===== config.mk =====
export PLATFORM = sky130hd
export DESIGN_NAME = biosig_frame_tx
export DESIGN_NICKNAME = d
export VERILOG_FILES = /design/src/rtl/biosig_frame_pkg.sv /design/src/rtl/sample_latch.sv /design/src/rtl/frame_byte_sel.sv /design/src/rtl/tx_sequencer.sv /design/src/rtl/biosig_frame_tx.sv
export SDC_FILE = /design/constraint.sdc
export NUM_CORES = 1
export LEC_CHECK = 0
export CAP_MARGIN = 20
export CORE_ASPECT_RATIO = 1.5
export CORE_UTILIZATION = 52
export DETAILED_ROUTE_END_ITERATION = 8
export HOLD_SLACK_MARGIN = 0.08
export PLACE_DENSITY = 0.88
export SLEW_MARGIN = 0
export SYNTH_ARGS = -nofsm -noshare
export SYNTH_HDL_FRONTEND = slang
export SYNTH_SLANG_ARGS = --single-unit

===== constraint.sdc =====
create_clock -name clk -period 5.94 [get_ports clk]
set_input_delay 1.485 -clock clk [delete_from_list [all_inputs] [get_ports clk]]
set_output_delay 1.485 -clock clk [all_outputs]
set_load 0.03 [all_outputs]

===== src/rtl/biosig_frame_pkg.sv =====
package biosig_frame_pkg;

  localparam logic [7:0] SYNC_HI = 8'hA5;
  localparam logic [7:0] SYNC_LO = 8'h5A;

  // header: two sync bytes, version, frame number; trailer: button byte
  localparam int HDR_BYTES = 4;
  localparam int TRL_BYTES = 1;
  localparam int BYTES_PER_CH = 2;

  typedef enum logic {ST_IDLE, ST_SEND} tx_state_e;

  function automatic int frame_len(input int n_ch);
    return HDR_BYTES + BYTES_PER_CH * n_ch + TRL_BYTES;
  endfunction

endpackage


===== src/rtl/sample_latch.sv =====
module sample_latch #(
  parameter int NUM_CH   = 6,
  parameter int SAMPLE_W = 16,
  parameter int NUM_BTN  = 4
) (
  input  logic                       clk,
  input  logic                       rst,
  input  logic                       load_i,
  input  logic [NUM_CH*SAMPLE_W-1:0] chan_i,
  input  logic [NUM_BTN-1:0]         btn_i,
  output logic [NUM_CH*SAMPLE_W-1:0] chan_q,
  output logic [NUM_BTN-1:0]         btn_q
);

  logic [SAMPLE_W-1:0] snap_r [NUM_CH];

  for (genvar g = 0; g < NUM_CH; g++) begin : g_ch
    always_ff @(posedge clk) begin
      if (rst)         snap_r[g] <= '0;
      else if (load_i) snap_r[g] <= chan_i[g*SAMPLE_W +: SAMPLE_W];
    end
    assign chan_q[g*SAMPLE_W +: SAMPLE_W] = snap_r[g];
  end

  always_ff @(posedge clk) begin
    if (rst)         btn_q <= '0;
    else if (load_i) btn_q <= btn_i;
  end

  AST_SNAPSHOT_HOLD: assert property (@(posedge clk) disable iff (rst)
    !load_i |=> ($stable(chan_q) && $stable(btn_q)));

endmodule


===== src/rtl/frame_byte_sel.sv =====
module frame_byte_sel
  import biosig_frame_pkg::*;
#(
  parameter int NUM_CH    = 6,
  parameter int SAMPLE_W  = 16,
  parameter int NUM_BTN   = 4,
  parameter int VERSION   = 2,
  parameter int FCNT_W    = 8,
  parameter int FRAME_LEN = 17,
  parameter int IDX_W     = 5
) (
  input  logic [IDX_W-1:0]           idx_i,
  input  logic [NUM_CH*SAMPLE_W-1:0] chan_i,
  input  logic [NUM_BTN-1:0]         btn_i,
  input  logic [FCNT_W-1:0]          fnum_i,
  output logic [7:0]                 byte_o
);

  localparam int EXT_W = 8 * BYTES_PER_CH;

  logic [7:0] bytes [FRAME_LEN];

  assign bytes[0] = SYNC_HI;
  assign bytes[1] = SYNC_LO;
  assign bytes[2] = 8'(VERSION);
  assign bytes[3] = 8'(fnum_i);

  for (genvar c = 0; c < NUM_CH; c++) begin : g_pair
    logic [EXT_W-1:0] ext;
    assign ext = EXT_W'(chan_i[c*SAMPLE_W +: SAMPLE_W]);
    assign bytes[HDR_BYTES + BYTES_PER_CH*c]     = ext[7:0];
    assign bytes[HDR_BYTES + BYTES_PER_CH*c + 1] = ext[15:8];
  end

  assign bytes[FRAME_LEN-1] = 8'(btn_i);

  always_comb begin
    if (32'(idx_i) < FRAME_LEN) byte_o = bytes[idx_i];
    else                        byte_o = '0;
  end

endmodule


===== src/rtl/tx_sequencer.sv =====
module tx_sequencer
  import biosig_frame_pkg::*;
#(
  parameter int FRAME_LEN = 17,
  parameter int FCNT_W    = 8,
  parameter int IDX_W     = 5
) (
  input  logic              clk,
  input  logic              rst,
  input  logic              strobe_i,
  input  logic              tx_ready_i,
  input  logic [7:0]        next_byte_i,
  output logic              load_o,
  output logic [IDX_W-1:0]  next_idx_o,
  output logic [FCNT_W-1:0] fcnt_o,
  output logic [7:0]        tx_data_o,
  output logic              tx_valid_o,
  output logic              overrun_o
);

  localparam logic [IDX_W-1:0] LAST_IDX = IDX_W'(FRAME_LEN - 1);

  tx_state_e        state;
  logic [IDX_W-1:0] idx;
  logic             hs;

  assign load_o     = strobe_i && (state == ST_IDLE);
  assign hs         = tx_valid_o && tx_ready_i;
  assign next_idx_o = (state == ST_IDLE) ? '0 : idx + 1'b1;

  always_ff @(posedge clk) begin
    if (rst) begin
      state      <= ST_IDLE;
      idx        <= '0;
      tx_valid_o <= 1'b0;
      tx_data_o  <= '0;
      fcnt_o     <= '0;
    end else if (state == ST_IDLE) begin
      if (strobe_i) begin
        state      <= ST_SEND;
        idx        <= '0;
        tx_valid_o <= 1'b1;
        tx_data_o  <= next_byte_i;
      end
    end else if (hs) begin
      if (idx == LAST_IDX) begin
        state      <= ST_IDLE;
        tx_valid_o <= 1'b0;
        fcnt_o     <= fcnt_o + 1'b1;
      end else begin
        idx       <= next_idx_o;
        tx_data_o <= next_byte_i;
      end
    end
  end

  always_ff @(posedge clk) begin
    if (rst)                             overrun_o <= 1'b0;
    else if (strobe_i && state == ST_SEND) overrun_o <= 1'b1;
  end

  AST_IDX_RANGE: assert property (@(posedge clk) disable iff (rst)
    32'(idx) < FRAME_LEN);
  AST_VALID_HOLD: assert property (@(posedge clk) disable iff (rst)
    (tx_valid_o && !tx_ready_i) |=> (tx_valid_o && $stable(tx_data_o)));
  AST_SYNC_LEAD: assert property (@(posedge clk) disable iff (rst)
    $rose(tx_valid_o) |-> (tx_data_o == SYNC_HI));
  AST_OVERRUN_STICKY: assert property (@(posedge clk) disable iff (rst)
    overrun_o |=> overrun_o);
  AST_FCNT_STEP: assert property (@(posedge clk) disable iff (rst)
    !$stable(fcnt_o) |-> (fcnt_o == FCNT_W'($past(fcnt_o) + 1'b1)));

endmodule


===== src/rtl/biosig_frame_tx.sv =====
module biosig_frame_tx
  import biosig_frame_pkg::*;
#(
  parameter int NUM_CH   = 6,
  parameter int SAMPLE_W = 16,
  parameter int NUM_BTN  = 4,
  parameter int VERSION  = 2,
  parameter int FCNT_W   = 8
) (
  input  logic                       clk,
  input  logic                       rst,
  input  logic                       sample_stb_i,
  input  logic [NUM_CH*SAMPLE_W-1:0] chan_i,
  input  logic [NUM_BTN-1:0]         btn_i,
  input  logic                       tx_ready_i,
  output logic [7:0]                 tx_data_o,
  output logic                       tx_valid_o,
  output logic                       overrun_o
);

  localparam int FRAME_LEN = frame_len(NUM_CH);
  localparam int IDX_W     = $clog2(FRAME_LEN + 1);

  logic                       load;
  logic [IDX_W-1:0]           next_idx;
  logic [FCNT_W-1:0]          fcnt;
  logic [7:0]                 next_byte;
  logic [NUM_CH*SAMPLE_W-1:0] chan_snap;
  logic [NUM_BTN-1:0]         btn_snap;

  sample_latch #(
    .NUM_CH(NUM_CH), .SAMPLE_W(SAMPLE_W), .NUM_BTN(NUM_BTN)
  ) u_latch (
    .clk(clk), .rst(rst), .load_i(load),
    .chan_i(chan_i), .btn_i(btn_i),
    .chan_q(chan_snap), .btn_q(btn_snap)
  );

  frame_byte_sel #(
    .NUM_CH(NUM_CH), .SAMPLE_W(SAMPLE_W), .NUM_BTN(NUM_BTN),
    .VERSION(VERSION), .FCNT_W(FCNT_W), .FRAME_LEN(FRAME_LEN), .IDX_W(IDX_W)
  ) u_sel (
    .idx_i(next_idx), .chan_i(chan_snap), .btn_i(btn_snap),
    .fnum_i(fcnt), .byte_o(next_byte)
  );

  tx_sequencer #(
    .FRAME_LEN(FRAME_LEN), .FCNT_W(FCNT_W), .IDX_W(IDX_W)
  ) u_seq (
    .clk(clk), .rst(rst), .strobe_i(sample_stb_i), .tx_ready_i(tx_ready_i),
    .next_byte_i(next_byte), .load_o(load), .next_idx_o(next_idx),
    .fcnt_o(fcnt), .tx_data_o(tx_data_o), .tx_valid_o(tx_valid_o),
    .overrun_o(overrun_o)
  );

endmodule


==> results.yml, run 1 <==
worst_setup_path:
  reg2reg_slack_ns: 2.34
  start_kind: "flip-flop"
  cp.arrival_ns: 3.90
  path_cells: "buf_4, inv_1, ha_2, nand2_1, o221ai_1, o21ai_0, a211o_1, o311ai_0, nand2_1"
  crit_top_cell: "nand2_1"
  required_ns: 6.24
  slowest_stage: "ha_2"
  critical_path_class: "flip-flop to flip-flop"
  r2r_start: "u_seq.idx[0]$_SDFFE_PP0P_"
  critPathMaxStageDelay_ns: 0.88
  critical-path-top-delay-family: "compound AO/OA/AOI/OAI gates"
  r2r_cells: 9
  cp.depth: 9
  crit_path_end_kind: "flip-flop"
  cp_max_fo: 32
  crit_buf_inv: 2
  crit_start: "u_seq.idx[0]$_SDFFE_PP0P_"
  timing.rr.end: "u_seq.tx_data_o[0]$_SDFFE_PP0P_"
  crit_end: "u_seq.tx_data_o[0]$_SDFFE_PP0P_"
detailed_routing:
  drt_iter0_drc: 451
  vias: 4262
  ant_nets: 0
  wl_um: 13900
  viasPerCell: 5.68
  wl_per_cell_um: 18.5
  drtPass1Iterations: 5
  drc: 0
logic_synthesis:
  async_flop_share: 0
  ys_ff_latch: 124
  ys_types: 53
  syn_area_per_cell_um2: 11.9
  synth_nets: 594
  yosys_warnings: 0
  netlist_area_um2: 5780
  seq_area_frac_synth: 0.596
  syn_inst: 487
  synth-edff-count: 96
  ys.flop_type: "edfxtp_1"
min_path:
  hold_class: "flip-flop to flip-flop"
  min-delay-start: "u_latch.btn_q[0]$_SDFFE_PP0P_"
die:
  die_y_um: 131
  dieArea_um2: 11500
  dieWidth_um: 88.1
  rows: 46
  core_um2: 10700
  ios: 114
  initial_utilization: 0.540
global_routing:
  grt_pass1_wl_um: 21800
  overflow: 0
  grt_pass1_vias: 4319
  grt_use_total: 0.257
  antenna_found_initial: 0
  grt_max_degree: 62
layout:
  fillCellCount: 726
  mostFrequentLayoutCell: "clkdlybuf4s50_1"
  antennaDiodeCount: 0
  mostFrequentLayoutCells: "113 x clkdlybuf4s50_1, 97 x and2_1, 96 x edfxtp_1"
  drive_above_1_share: 0.0941
  area_delta_synth_final_pct: 31.4
  nNetsFinal: 700
sta:
  setup_violations: 0
  rsz0062_at_grt: "no"
  maxSlewViolCount: 0
  fin_worst_skew_ns: 0.00687
  period_share: 0.606
  hold_viol: 0
  min_period_ns: 3.60
  fin_tns_setup_ns: 0
  whs_ns: 0.477
  max_freq_mhz: 278
  tightest_slew_ns: 0.927
  relSlewSlack: 0.381
clock_network:
  cts_root_buf: "clkbuf_16"
  ctsResizeCount: 0
  numCtsBuffers: 17
  cts_buffer_depth: 2
  post-cts-setup-buffer-count: 0
  numClockSinks: 124
  path_clk_slew_ns: 0.06
  h-tree-depth: 4
  ctsHoldBuffers: 0
  clock_latency_ns: 0.42
  cts_tree: "yes"
pwr:
  p_leak_nw: 2.75
  ir_worst_vdd_mv: 0.221
  p_per_area_nw_per_um2: 290
status:
  status: "complete, no violations"
place:
  gp_congestion: 0.895
  portBuffers: 113
  dp_hpwl_um: 9440
run:
  cap_violations: 0
-- worst min path at each step --
stage	end	cells after the start	slack, ns
after floorplan	u_latch.btn_q[2]$_SDFFE_PP0P_	2	0.44
after detailed placement	u_latch.btn_q[3]$_SDFFE_PP0P_	2	0.46
after global placement	u_seq.overrun_o$_SDFFE_PP0P_	2	0.45
final	u_latch.btn_q[0]$_SDFFE_PP0P_	2	0.48
after global routing	u_latch.btn_q[2]$_SDFFE_PP0P_	2	0.51
after CTS	u_latch.btn_q[0]$_SDFFE_PP0P_	2	0.47
-- registers in the layout, indices dropped and copies added (netlist names) --
register,cells
u_latch.btn_q,4
u_latch.snap_r,96
u_seq.fcnt_o,8
u_seq.idx,5
u_seq.overrun_o,1
u_seq.state,1
u_seq.tx_data_o,8
u_seq.tx_valid_o,1
-- routing by layer --
layer | vias to the layer above | part of all wire | GRT usage
met5 | - | 0 | 0
met4 | 0 | 0.046 | 0.135
met3 | 52 | 0.059 | 0.0603
met2 | 196 | 0.55 | 0.457
met1 | 2032 | 0.34 | 0.272
li1 | 1982 | - | -
-- cell type report --
type	count	area (um^2)	area share
Clock buffer	27	547	0.0720
Multi-Input combinational cell	325	2200	0.289
Timing Repair Buffer	118	1170	0.154
Sequential cell	124	3440	0.454
Clock inverter	5	28.8	0.00379
Tap cell	144	180	0.0237
Inverter	7	26.3	0.00346
-- worst min-delay path: cells and delay by family, from the launching register on --
kind | cells | cell delay [ns]
AOI/OAI and AO/OA | 1 | 0.05
DFF | 1 | 0.32
and+or+nand+nor | 1 | 0.06
-- cell usage after synthesis, types with 3 or more instances --
master | number | area, um^2
xnor2_1 | 4 | 35.0
a211oi_1 | 8 | 60.1
nand2_1 | 28 | 105
o211ai_1 | 4 | 30.0
o21ai_0 | 10 | 50.1
o22ai_1 | 10 | 62.6
buf_2 | 8 | 40.0
nand2b_1 | 8 | 50.1
mux2_2 | 7 | 78.8
o221ai_1 | 4 | 35.0
and3_1 | 3 | 18.8
mux4_2 | 7 | 158
clkbuf_1 | 20 | 75.1
a21oi_1 | 26 | 130
nor3_1 | 8 | 40.0
nand4_1 | 4 | 25.0
nor2b_1 | 7 | 43.8
a22oi_1 | 3 | 22.5
mux2i_1 | 8 | 80.1
and2_1 | 97 | 607
edfxtp_1 | 96 | 2880
xor2_1 | 6 | 52.6
ha_1 | 3 | 37.5
inv_1 | 7 | 26.3
nand3_1 | 8 | 40.0
dfxtp_1 | 28 | 561
nor2_1 | 30 | 113
-- cells by family after synthesis --
family | share of synthesized area
adder cells (fa/ha/maj) | 0.00650
AO/OA/AOI/OAI | 0.105
buffers and inverters | 0.0271
AND/OR/NAND/NOR | 0.193
XOR/XNOR | 0.0180
flip-flops | 0.596
multiplexers | 0.0548
-- report_power, final --
part,internal [mW],switching (mW)
Clock,0.627,0.348
Sequential,0.998,0.0243
Combinational,0.111,0.0937
-- per-stage QoR --
stage	utilization	setup WS (ns)	instances	area, um^2	power [mW]
floorplan	-	0.704	487	5780	1.13
global route	0.709	2.13	750	7590	2.26
detailed placement	0.655	2.10	718	7010	1.24
global placement	0.655	2.18	718	7010	1.23
finish	0.709	2.34	750	7590	2.20
CTS	0.709	2.36	750	7590	2.21
Power figures use the tool's default switching activity.
==> run 2: changes to the inputs <==
==> constraint.sdc (replaced) <==
create_clock -name clk -period 3.75 [get_ports clk]
set_input_delay 0.9375 -clock clk [delete_from_list [all_inputs] [get_ports clk]]
set_output_delay 0.9375 -clock clk [all_outputs]
set_load 0.03 [all_outputs]
==> results.yml, run 2 (synthesis gave the netlist of run 1 again) <==
status:
  status: "complete, no violations"
place:
  dp_cells: 723
  portBuffers: 113
  dp_hpwl_um: 9720
  gp_congestion: 0.877
detailed_routing:
  vias: 4309
  wl_per_cell_um: 18.5
  ant_nets: 0
  drc: 0
  wl_um: 14000
  drtPass1Iterations: 5
  drt_iter0_drc: 372
  viasPerCell: 5.71
sta:
  maxSlewViolCount: 0
  max_freq_mhz: 336
  min_period_ns: 2.98
  tightest_slew_ns: 0.729
  relSlewSlack: 0.512
  hold_viol: 0
  fin_tns_setup_ns: 0
  fin_worst_skew_ns: 0.00789
  setup_violations: 0
  rsz0062_at_grt: "no"
  period_share: 0.794
min_path:
  min-delay-start: "u_latch.btn_q[1]$_SDFFE_PP0P_"
  holdPathStages: 2
  holdPathEnd: "u_latch.btn_q[1]$_SDFFE_PP0P_"
  hold_class: "flip-flop to flip-flop"
clock_network:
  numClockSinks: 124
  cts_tree: "yes"
  cts_root_buf: "clkbuf_16"
  clock_latency_ns: 0.42
  post-cts-setup-buffer-count: 0
  h-tree-depth: 4
  cts_buffer_depth: 2
  ctsResizeCount: 0
  path_clk_slew_ns: 0.06
  numCtsBuffers: 17
  ctsHoldBuffers: 0
worst_setup_path:
  required_ns: 4.02
  slowest_stage: "ha_2"
  critical_path_class: "flip-flop to flip-flop"
  start_kind: "flip-flop"
  r2r_cells: 8
  critPathMaxStageDelay_ns: 0.76
  crit_path_end_kind: "flip-flop"
  path_cells: "inv_1, buf_4, ha_2, mux4_2, and3_1, o21ai_0, a31o_2, a221oi_1"
  reg2reg_slack_ns: 0.77
  cp.arrival_ns: 3.25
  timing.rr.end: "u_seq.tx_data_o[3]$_SDFFE_PP0P_"
  r2r_start: "u_seq.idx[0]$_SDFFE_PP0P_"
  cp_max_fo: 31
layout:
  fin_util: 0.717
  nNetsFinal: 705
  fin_cells: 755
  top_regs: "u_latch.snap_r (96), u_seq.fcnt_o (8), u_seq.tx_data_o (8)"
  antennaDiodeCount: 0
  multiInputGateArea_um2: 2200
  largest_reg_flops: 96
  regArea_um2: 3440
  mostFrequentLayoutCells: "113 x clkdlybuf4s50_1, 97 x and2_1, 96 x edfxtp_1"
  top_register: "u_latch.snap_r"
  drive_above_1_share: 0.101
  mostFrequentLayoutCell: "clkdlybuf4s50_1"
  fillCellCount: 735
  area_delta_synth_final_pct: 32.8
die:
  core_um2: 10700
  initial_utilization: 0.540
  die_y_um: 131
  dieWidth_um: 88.1
  ios: 114
  dieArea_um2: 11500
  rows: 46
global_routing:
  grt_use_total: 0.260
  grt_pass1_vias: 4417
  grt_pass1_wl_um: 22000
  grt_max_degree: 97
  antenna_found_initial: 0
  overflow: 0
pwr:
  p_per_area_nw_per_um2: 473
  ir_worst_vdd_mv: 0.332
  p_leak_nw: 2.79
run:
  cap_violations: 0
==> run 2: metal layers <==
layer / track usage / part of all wire / wire, um
met1: 0.273 / 0.35 / 4850
met2: 0.459 / 0.55 / 7670
met3: 0.0628 / 0.062 / 861
met4: 0.146 / 0.044 / 612
met5: 0 / 0 / 0
==> run 2: through the flow <==
stage                     hold WS (ns)  power, mW  instance area [um^2]  setup slack (ns)
after global placement           0.451       1.96                  7060             0.766
after floorplan                  0.436       1.79                  5780             0.345
final                            0.485       3.63                  7670             0.771
after CTS                        0.481       3.63                  7670             0.758
after detailed placement         0.472       1.97                  7060             0.679
after global routing             0.511       3.73                  7670             0.638
==> run 2: how the worst max path moves through the flow <==
stage,cells past startpoint,slack (ns),start,endpoint
after global placement,7,0.77,tx_ready_i,u_seq.tx_data_o[0]$_SDFFE_PP0P_
after detailed placement,7,0.68,tx_ready_i,u_seq.tx_data_o[0]$_SDFFE_PP0P_
after floorplan,6,0.35,rst,u_seq.tx_data_o[3]$_SDFFE_PP0P_
after global routing,9,0.64,u_seq.idx[0]$_SDFFE_PP0P_,u_seq.tx_data_o[0]$_SDFFE_PP0P_
final,8,0.77,u_seq.idx[0]$_SDFFE_PP0P_,u_seq.tx_data_o[3]$_SDFFE_PP0P_
after CTS,8,0.76,u_seq.idx[0]$_SDFFE_PP0P_,u_seq.tx_data_o[3]$_SDFFE_PP0P_
==> run 2: critical path, delay by kind of cell, from the launching register on <==
kind / cells / cell delay [ns]
multiplexers: 1 / 0.61
adder cells (fa/ha/maj): 1 / 0.76
AO/OA/AOI/OAI: 3 / 0.65
flip-flops: 1 / 0.35
AND/OR/NAND/NOR: 1 / 0.22
buffers and inverters: 2 / 0.23
==> run 2: layout make-up <==
cell class                 instances  share of cell area
clock buffer                      19              0.0564
inverter                           7             0.00343
sequential                       124               0.449
clock inverter                    13              0.0227
tap                              144              0.0235
timing repair buffer             123               0.159
multi-input combinational        325               0.286
==> run 2: power by group <==
group / switching [mW] / total [mW] / internal (mW) / leakage [nW]
combinational: 0.149 / 0.329 / 0.180 / 1.23
clock: 0.580 / 1.68 / 1.10 / 0.289
sequential: 0.0396 / 1.62 / 1.58 / 1.26
